**src/rtl/fwc_pkg.sv**
```systemverilog
`timescale 1ns/1ps
package fwc_pkg;
  typedef enum logic [1:0] {
    MODE_NORMAL = 2'd0,
    MODE_HALF   = 2'd1,
    MODE_TIMING = 2'd2
  } fwc_mode_e;
endpackage

```
**src/rtl/fwc_unlock.sv**
```systemverilog
`timescale 1ns/1ps
module fwc_unlock import fwc_pkg::*; #(
  parameter int          DATA_W = 32,
  parameter logic [7:0]  CODE_A = 8'h81,
  parameter logic [7:0]  CODE_B = 8'h28
) (
  input  logic              clk,
  input  logic              rst_n,
  input  logic              wr_en_i,
  input  logic [DATA_W-1:0] wdata_i,
  output logic              timing_o
);
  fwc_mode_e state_q, state_d;
  logic is_zero, is_a, is_b;

  assign is_zero = (wdata_i == '0);
  assign is_a    = (wdata_i == DATA_W'(CODE_A));
  assign is_b    = (wdata_i == DATA_W'(CODE_B));

  always_comb begin
    state_d = state_q;
    if (wr_en_i) begin
      if (is_zero) state_d = MODE_NORMAL;
      else begin
        case (state_q)
          MODE_NORMAL: state_d = is_a ? MODE_HALF : MODE_NORMAL;
          MODE_HALF:   state_d = is_b ? MODE_TIMING : (is_a ? MODE_HALF : MODE_NORMAL);
          MODE_TIMING: state_d = MODE_TIMING;
          default:     state_d = MODE_NORMAL;
        endcase
      end
    end
  end

  always_ff @(posedge clk or negedge rst_n) begin
    if (!rst_n) state_q <= MODE_NORMAL;
    else        state_q <= state_d;
  end

  assign timing_o = (state_q == MODE_TIMING);

  AST_EXIT_ON_ZERO: assert property (@(posedge clk) disable iff (!rst_n)
    (wr_en_i && wdata_i == '0) |=> (state_q == MODE_NORMAL));
  AST_ENTRY_ORDER: assert property (@(posedge clk) disable iff (!rst_n)
    $rose(timing_o) |-> $past(state_q == MODE_HALF));
endmodule

```
**src/rtl/fwc_cfg_reg.sv**
```systemverilog
`timescale 1ns/1ps
module fwc_cfg_reg #(
  parameter int                 DATA_W   = 32,
  parameter int                 WAIT_W   = 3,
  parameter int                 WAIT_LSB = 8,
  parameter int                 KEY_W    = 16,
  parameter logic [KEY_W-1:0]   KEY      = 16'h7858,
  parameter int                 WAIT_RST = 5,
  parameter int                 WAIT_CAP = 6
) (
  input  logic              clk,
  input  logic              rst_n,
  input  logic              wr_en_i,
  input  logic [DATA_W-1:0] wdata_i,
  input  logic              timing_i,
  output logic [WAIT_W-1:0] wait_raw_o,
  output logic [WAIT_W-1:0] wait_eff_o
);
  localparam logic [WAIT_W-1:0] CAP_V = WAIT_W'(WAIT_CAP);
  localparam logic [WAIT_W-1:0] RST_V = WAIT_W'(WAIT_RST);

  logic [WAIT_W-1:0] wait_q;
  logic              key_ok, load;
  logic              unused_wdata;

  assign key_ok       = (wdata_i[DATA_W-1 -: KEY_W] == KEY);
  assign load         = wr_en_i && timing_i && key_ok;
  assign unused_wdata = ^wdata_i;

  always_ff @(posedge clk or negedge rst_n) begin
    if (!rst_n)    wait_q <= RST_V;
    else if (load) wait_q <= wdata_i[WAIT_LSB +: WAIT_W];
  end

  assign wait_raw_o = wait_q;
  assign wait_eff_o = (wait_q > CAP_V) ? CAP_V : wait_q;

  AST_CFG_GATED: assert property (@(posedge clk) disable iff (!rst_n)
    !$stable(wait_q) |-> $past(wr_en_i && timing_i && key_ok));
  AST_EFF_CAPPED: assert property (@(posedge clk) disable iff (!rst_n)
    wait_eff_o <= CAP_V);
endmodule

```
**src/rtl/fwc_wait_seq.sv**
```systemverilog
`timescale 1ns/1ps
module fwc_wait_seq #(
  parameter int ADDR_W   = 13,
  parameter int WAIT_W   = 3,
  parameter int WAIT_CAP = 6
) (
  input  logic              clk,
  input  logic              rst_n,
  input  logic              rd_req_i,
  input  logic [ADDR_W-1:0] rd_addr_i,
  input  logic [WAIT_W-1:0] wait_eff_i,
  output logic              ready_o,
  output logic [ADDR_W-1:0] arr_addr_o
);
  logic              busy_q;
  logic [WAIT_W-1:0] cnt_q;
  logic [ADDR_W-1:0] addr_q;
  logic              start;

  assign start      = !busy_q && rd_req_i && (wait_eff_i != '0);
  assign ready_o    = busy_q ? (cnt_q == '0) : (rd_req_i && wait_eff_i == '0);
  assign arr_addr_o = busy_q ? addr_q : rd_addr_i;

  always_ff @(posedge clk or negedge rst_n) begin
    if (!rst_n) begin
      busy_q <= 1'b0;
      cnt_q  <= '0;
      addr_q <= '0;
    end else if (start) begin
      busy_q <= 1'b1;
      cnt_q  <= wait_eff_i - 1'b1;
      addr_q <= rd_addr_i;
    end else if (busy_q) begin
      if (cnt_q == '0) busy_q <= 1'b0;
      else             cnt_q  <= cnt_q - 1'b1;
    end
  end

  AST_CNT_BOUND: assert property (@(posedge clk) disable iff (!rst_n)
    busy_q |-> (cnt_q < WAIT_W'(WAIT_CAP)));
  AST_ONE_PULSE: assert property (@(posedge clk) disable iff (!rst_n)
    (busy_q && ready_o) |=> !busy_q);
  AST_CNT_STEADY: assert property (@(posedge clk) disable iff (!rst_n)
    (busy_q && $past(busy_q)) |-> (cnt_q == WAIT_W'($past(cnt_q) - 1'b1)));
  AST_ADDR_HELD: assert property (@(posedge clk) disable iff (!rst_n)
    (busy_q && $past(busy_q)) |-> $stable(arr_addr_o));
endmodule

```
**src/rtl/flash_wait_ctrl.sv**
```systemverilog
`timescale 1ns/1ps
module flash_wait_ctrl #(
  parameter int          ADDR_W   = 13,
  parameter int          DATA_W   = 32,
  parameter int          WAIT_W   = 3,
  parameter int          WAIT_LSB = 8,
  parameter int          KEY_W    = 16,
  parameter logic [15:0] KEY      = 16'h7858,
  parameter int          WAIT_RST = 5,
  parameter int          WAIT_CAP = 6,
  parameter logic [7:0]  CODE_A   = 8'h81,
  parameter logic [7:0]  CODE_B   = 8'h28
) (
  input  logic              clk,
  input  logic              rst_n,
  input  logic              reg_wr,
  input  logic              reg_sel,
  input  logic [DATA_W-1:0] reg_wdata,
  output logic [DATA_W-1:0] reg_rdata,
  input  logic              rd_req,
  input  logic [ADDR_W-1:0] rd_addr,
  output logic              rd_ready,
  output logic [DATA_W-1:0] rd_data,
  output logic [ADDR_W-1:0] arr_addr,
  input  logic [DATA_W-1:0] arr_rdata
);
  logic              timing;
  logic [WAIT_W-1:0] wait_raw, wait_eff;
  logic [DATA_W-1:0] cfg_word, mode_word;

  fwc_unlock #(.DATA_W(DATA_W), .CODE_A(CODE_A), .CODE_B(CODE_B)) u_unlock (
    .clk(clk), .rst_n(rst_n), .wr_en_i(reg_wr && !reg_sel),
    .wdata_i(reg_wdata), .timing_o(timing));

  fwc_cfg_reg #(.DATA_W(DATA_W), .WAIT_W(WAIT_W), .WAIT_LSB(WAIT_LSB),
                .KEY_W(KEY_W), .KEY(KEY[KEY_W-1:0]), .WAIT_RST(WAIT_RST),
                .WAIT_CAP(WAIT_CAP)) u_cfg (
    .clk(clk), .rst_n(rst_n), .wr_en_i(reg_wr && reg_sel),
    .wdata_i(reg_wdata), .timing_i(timing),
    .wait_raw_o(wait_raw), .wait_eff_o(wait_eff));

  fwc_wait_seq #(.ADDR_W(ADDR_W), .WAIT_W(WAIT_W), .WAIT_CAP(WAIT_CAP)) u_seq (
    .clk(clk), .rst_n(rst_n), .rd_req_i(rd_req), .rd_addr_i(rd_addr),
    .wait_eff_i(wait_eff), .ready_o(rd_ready), .arr_addr_o(arr_addr));

  always_comb begin
    cfg_word = '0;
    cfg_word[WAIT_LSB +: WAIT_W] = wait_raw;
    mode_word = '0;
    mode_word[0] = timing;
  end

  assign reg_rdata = reg_sel ? cfg_word : mode_word;
  assign rd_data   = rd_ready ? arr_rdata : '0;

  AST_NO_READY_IDLE: assert property (@(posedge clk) disable iff (!rst_n)
    (!rd_req && !$past(rd_req)) |-> !rd_ready);
endmodule

```
**config.mk**
```make
export PLATFORM = sky130hd
export DESIGN_NAME = flash_wait_ctrl
export DESIGN_NICKNAME = d
export VERILOG_FILES = /design/src/rtl/fwc_pkg.sv /design/src/rtl/fwc_unlock.sv /design/src/rtl/fwc_cfg_reg.sv /design/src/rtl/fwc_wait_seq.sv /design/src/rtl/flash_wait_ctrl.sv
export SDC_FILE = /design/constraint.sdc
export NUM_CORES = 1
export LEC_CHECK = 0
export BUFFER_PORTS_ARGS = -buffer_cell sky130_fd_sc_hd__buf_2
export CAP_MARGIN = 20
export CORE_MARGIN = 1.5
export CORE_UTILIZATION = 42
export DETAILED_ROUTE_END_ITERATION = 8
export GPL_ROUTABILITY_DRIVEN = 0
export MAX_ROUTING_LAYER = met4
export PLACE_DENSITY_LB_ADDON = 0.05
export SLEW_MARGIN = 15
export SYNTH_ARGS = -nofsm -noshare
export SYNTH_HDL_FRONTEND = slang
export SYNTH_HIERARCHICAL = 1
export SYNTH_SLANG_ARGS = --single-unit
export TNS_END_PERCENT = 20
```
**constraint.sdc**
```tcl
create_clock -name clk -period 4.84 [get_ports clk]
set_input_delay 0.484 -clock clk [delete_from_list [all_inputs] [get_ports clk]]
set_output_delay 0.484 -clock clk [all_outputs]
set_load 0.05 [all_outputs]
```
Word-level counts from Yosys, hierarchy flattened
Index checks and enable logic that the tools add are counted.

storage, ports and cells
  bits in registers = 22
  input bits = 82
  output and inout port bits = 78
  word-level logic and storage cells = 45

cells by class
  add/subtract/negate cells = 2
  $lt $le $gt $ge = 1
  eq/ne operators = 6
  muxes and demuxes = 15
  reductions and logical operators = 16

operator list
  cell                                                                      number
  32-bit by 6-bit equality test with 1-bit output (second input constant)   1
  32-bit by 8-bit equality test with 1-bit output (second input constant)   1
  32-bit zero test                                                          1
  32-bit 2-to-1 mux                                                         1
  16-bit by 15-bit equality test with 1-bit output (second input constant)  1
  13-bit 2-to-1 mux                                                         1
  3-bit 2-to-1 mux                                                          4
  11-bit 2-to-1 mux                                                         1
  1-bit logical AND                                                         7
  3-bit zero test                                                           2
  2-bit one-hot mux with 3 select lines                                     1
  3-bit by 1-bit subtractor with 3-bit output (second input constant)       2
  1-bit 2-to-1 mux                                                          5
  2-bit 2-to-1 mux                                                          2
  3-bit > comparator (second input constant)                                1
  3-bit nonzero test                                                        1
  2-bit by 1-bit equality test with 1-bit output (second input constant)    1
  2-bit equality test (second input constant)                               1
  1-bit zero test                                                           2
  2-bit zero test                                                           1
  2-bit by 1-bit != test with 1-bit output (second input constant)          1
  2-bit AND reduction                                                       1
  2-bit nonzero test                                                        1

Logic depth before layout (Yosys ltp)
  word-level depth = 6
  gate-level depth with buffers = 9
  depth with buffers taken out = 8

By module
Netlist, hierarchy kept.

by module, submodules not included
  module           times used  cells an instance  area an instance (um2)  seq. area each (um2)
  fwc_wait_seq     1           74                 968.4                   425.4
  flash_wait_ctrl  1           70                 506.7                   0.0
  fwc_unlock       1           26                 206.4                   50.0
  fwc_cfg_reg      1           15                 197.7                   77.6

Worst setup path after synthesis
No wires, ideal clock.

  path kind = register to output
  from = register u_cfg.wait_q[2] (netlist: u_cfg/wait_raw_o[2])
  to = output rd_data[0]
  arrival = 2124 ps
  data required time = 4356 ps
  slack = 2232 ps
  stages on the path, launching flop included = 6
  path buffers = 1
  cells stage by stage = dfstp_2 a21boi_0 nor3_4 a32o_1 clkbuf_2 and2_2

on the way
  longest elaborated chain between the ends = 6

ends and longest elaborated chain
  item                    line                   text
  from (decl)             fwc_cfg_reg.sv:22      logic [WAIT_W-1:0] wait_q;
  from (signal assigned)  fwc_cfg_reg.sv:32      else if (load) wait_q <= wdata_i[WAIT_LSB +: WAIT_W];
  3-bit > comparator      fwc_cfg_reg.sv:36      assign wait_eff_o = (wait_q > CAP_V) ? CAP_V : wait_q;
  3-bit 2-to-1 mux        fwc_cfg_reg.sv:36
  named net wait_eff[0]   flash_wait_ctrl.sv:28  logic [WAIT_W-1:0] wait_raw, wait_eff;
  3-bit zero test         fwc_wait_seq.sv:21     assign ready_o = busy_q ? (cnt_q == '0) : (rd_req_i && wait_eff_i == '0);
  1-bit logical AND       fwc_wait_seq.sv:21
  1-bit 2-to-1 mux        fwc_wait_seq.sv:21
  named net rd_ready      flash_wait_ctrl.sv:22  output logic rd_ready,
  32-bit 2-to-1 mux       flash_wait_ctrl.sv:54  assign rd_data = rd_ready ? arr_rdata : '0;
  to (decl)               flash_wait_ctrl.sv:23  output logic [DATA_W-1:0] rd_data,

The timed path passes the listed nets, and every way through them passes these cells.

Worst setup path in the final report
  from = register u_cfg.wait_q[2] (netlist: u_cfg/wait_raw_o[2])
  to = output rd_data[7]

on the way
  longest elaborated chain between the ends = 6

ends and longest elaborated chain
  item                   line
  3-bit > comparator     fwc_cfg_reg.sv:36
  3-bit 2-to-1 mux       fwc_cfg_reg.sv:36
  named net wait_eff[0]  flash_wait_ctrl.sv:28
  3-bit zero test        fwc_wait_seq.sv:21
  1-bit logical AND      fwc_wait_seq.sv:21
  1-bit 2-to-1 mux       fwc_wait_seq.sv:21
  32-bit 2-to-1 mux      flash_wait_ctrl.sv:54

The timed path passes the listed nets, and every way through them passes these cells.

==> metrics.cfg <==
[outcome]
outcome=completed

[job]
drv_cap=0

[synthesis]
synth_xor_area_share_pct=0
synth-compound-area-share_pct=6.52
synth.distinct_cells=45
synthSimpleGateAreaFrac_pct=29.2
syn_area_per_cell_um2=10.2
synth_top_family_by_area=simple AND/OR/NAND/NOR gates
synth_top_area_cell=dfrtp_1
synth.top_cells.by_area=dfrtp_1 27%, and2_2 13%, buf_4 11%, mux2_2 11%, mux2_4 6.4%
syn_area_um2=1880
async_flop_share_pct=100
muxShareOfSynthArea_pct=19.5
ys_dominant_reg_cell=dfrtp_1
synthAdderAreaFrac_pct=0.666
ys_warn_count=6
ys_seq_area_share_pct=29.4
syn_inst=185
ys_ff_latch=22
synth_edf_count=0
synth.top_cell.area_share_pct=26.6

[clock_network]
tritoncts=done
ctsResizeCount=0
cts_buffer_depth=2
hold_buffers=0
clockRootBuffer=clkbuf_8
cts_buffers=3
path_clk_slew_ps=70
h-tree-depth=1
clk_latency_ps=260
cts.sinks=22
postCtsSetupBuffers=0

[route]
vias_per_cell=4.55
route.vias.total=1653
wl_per_cell_um=11.5
firstDrtPassIters=4
initialDrtViolationCount=57
routed_wl_mm=4.17
drc=0
antenna_left=0

[final_layout]
area_growth_pct=32.4
fin_area_um2=2490
final_common_cell=buf_2
nets=395
layout-drive-gt1-share_pct=65.3
fill_cells=410
antenna_cells=0
final_cell_mix=131 x buf_2, 32 x and2_2, 28 x conb_1

[floorplan]
die-area_um2=4880
num_rows=24
die_x_um=69.9
start_util_pct=43.5
fp.dieH_um=69.9
ios=160
core_area_um2=4320

[timing]
drv_slew=0
rsz0062_at_grt=false
finalHoldWorstSlack_ps=178
tightest_slew_ps=790
finalHoldViolCount=0
tns_ps=0
slew_headroom_pct=47.3
finalCritPeriodShare_pct=65.2
finClkSkew_ps=1.72
finalWorstSetupSlack_ps=1680
fin_crit_ps=3160
max_freq_mhz=317
setup_viol=0

[pwr]
netSwitchingPower_uw=238
p_comb_share_pct=43.7
seqPwrFrac_pct=36.7
powerDensity_nw_per_um2=228
p_sw_share_pct=41.8
p_int_uw=331
max-vdd-ir-drop_mv=0.125
leakagePower_nw=1.34
clkPwrFrac_pct=19.7

[critical_path]
critPathCaptureType=output pin
crit_arrival_ps=2670
critPathKind=reg2out
crit_fanout=33
reg2reg_depth=7
cp_data_required_time_ps=4360
worst_setup_path_start_kind=register

[global_route]
grt-busiest-layer=met2
use_met1_pct=21.6
grt_util_met3_pct=3.17
grt_pass1_vias=1508
antenna_found_initial=0
overflow=0
met2_usage_pct=28.5
grtUsageTotal_pct=16.8
grt_pass1_wl_mm=6.77
grt_start_max_net_pins=34

[worst_hold_path]
hold_class=in2async

[place]
dp_hpwl_mm=3.49
io_buffer_count=131
dp_slack_ps=1960
placed_area_um2=2440

[flip-flops by register name (all words and copies together) (netlist names)]
signal and cells:
u_unlock/state_q 2, u_seq/cnt_q 3, u_cfg/wait_raw_o 3, u_seq/busy_q 1, u_seq/addr_q 13
[cell type report]
type | instances | area (µm²) | share of cell area, %
clock buffer | 4 | 45.0 | 1.81
inverter | 4 | 15.0 | 0.603
multi-input combinational | 150 | 1150 | 46.4
sequential | 22 | 553 | 22.2
tap | 52 | 65.1 | 2.61
timing repair buffer | 131 | 656 | 26.3
[path summary, 6_finish.rpt]
path | startpoint | endpoint | slack, ps
setup / recovery | u_cfg/wait_raw_o[2] | rd_data[7] | 1680
hold / removal | rst_n | u_seq/addr_q[8] | 180
setup reg to reg | u_cfg/wait_raw_o[0] | u_seq/cnt_q[2] | 2250
hold reg to reg | u_seq/addr_q[1] | u_seq/addr_q[1] | 510
max in group asynchronous | rst_n | u_cfg/wait_raw_o[2] | 4310
min in group clk | reg_wdata[9] | u_cfg/wait_raw_o[1] | 460
[cells by family after synthesis]
family,after synthesis
DFF,22
buffers and inverters,40
and+or+nand+nor,74
AOI/OAI and AO/OA,17
muxes,30
other,1
adders and majority gates,1
[power groups by stage]
stage	clock [mW]	combinational, mW	sequential, mW
6_report	0.112	0.248	0.208
5_1_grt	0.124	0.265	0.210
4_1_cts	0.118	0.249	0.208
3_5_place_dp	0	0.249	0.212
3_3_place_gp	0	0.247	0.211
2_1_floorplan	0	0.200	0.209
[per-layer routing]
layer  routed length [µm]  part of all wire, %
met1                 1790                   43
met2                 2060                   50
met3                  300                  7.2
met4                    8                 0.19
met5                    0                    0
[worst max-delay path: stages (launching register included)]
cell and delay (ps):
dfstp_2 600, a21boi_0 250, nor3_4 330, a32o_1 690, and2_2 280, buf_2 260
[synth_stat cells, types with 3 or more instances]
cell type / number
o21ai_0: 3
mux2_2: 18
and2_1: 4
clkbuf_2: 3
nand2_1: 5
buf_4: 28
nand4b_1: 3
nor4_1: 7
mux2_4: 8
mux2_1: 3
and2_2: 32
inv_1: 4
dfrtp_1: 20
nor2b_1: 4
nor2_1: 3
[per-stage QoR]
| stage | cells | util, % | power [mW] |
|---|---|---|---|
| floorplan | 212 | - | 0.408 |
| global placement | 359 | 56.5 | 0.459 |
| detailed placement | 359 | 56.5 | 0.460 |
| CTS | 363 | 57.6 | 0.575 |
| global route | 363 | 57.6 | 0.600 |
| finish | 363 | 57.6 | 0.568 |
Note: power is estimated with default switching activity, not from simulation.
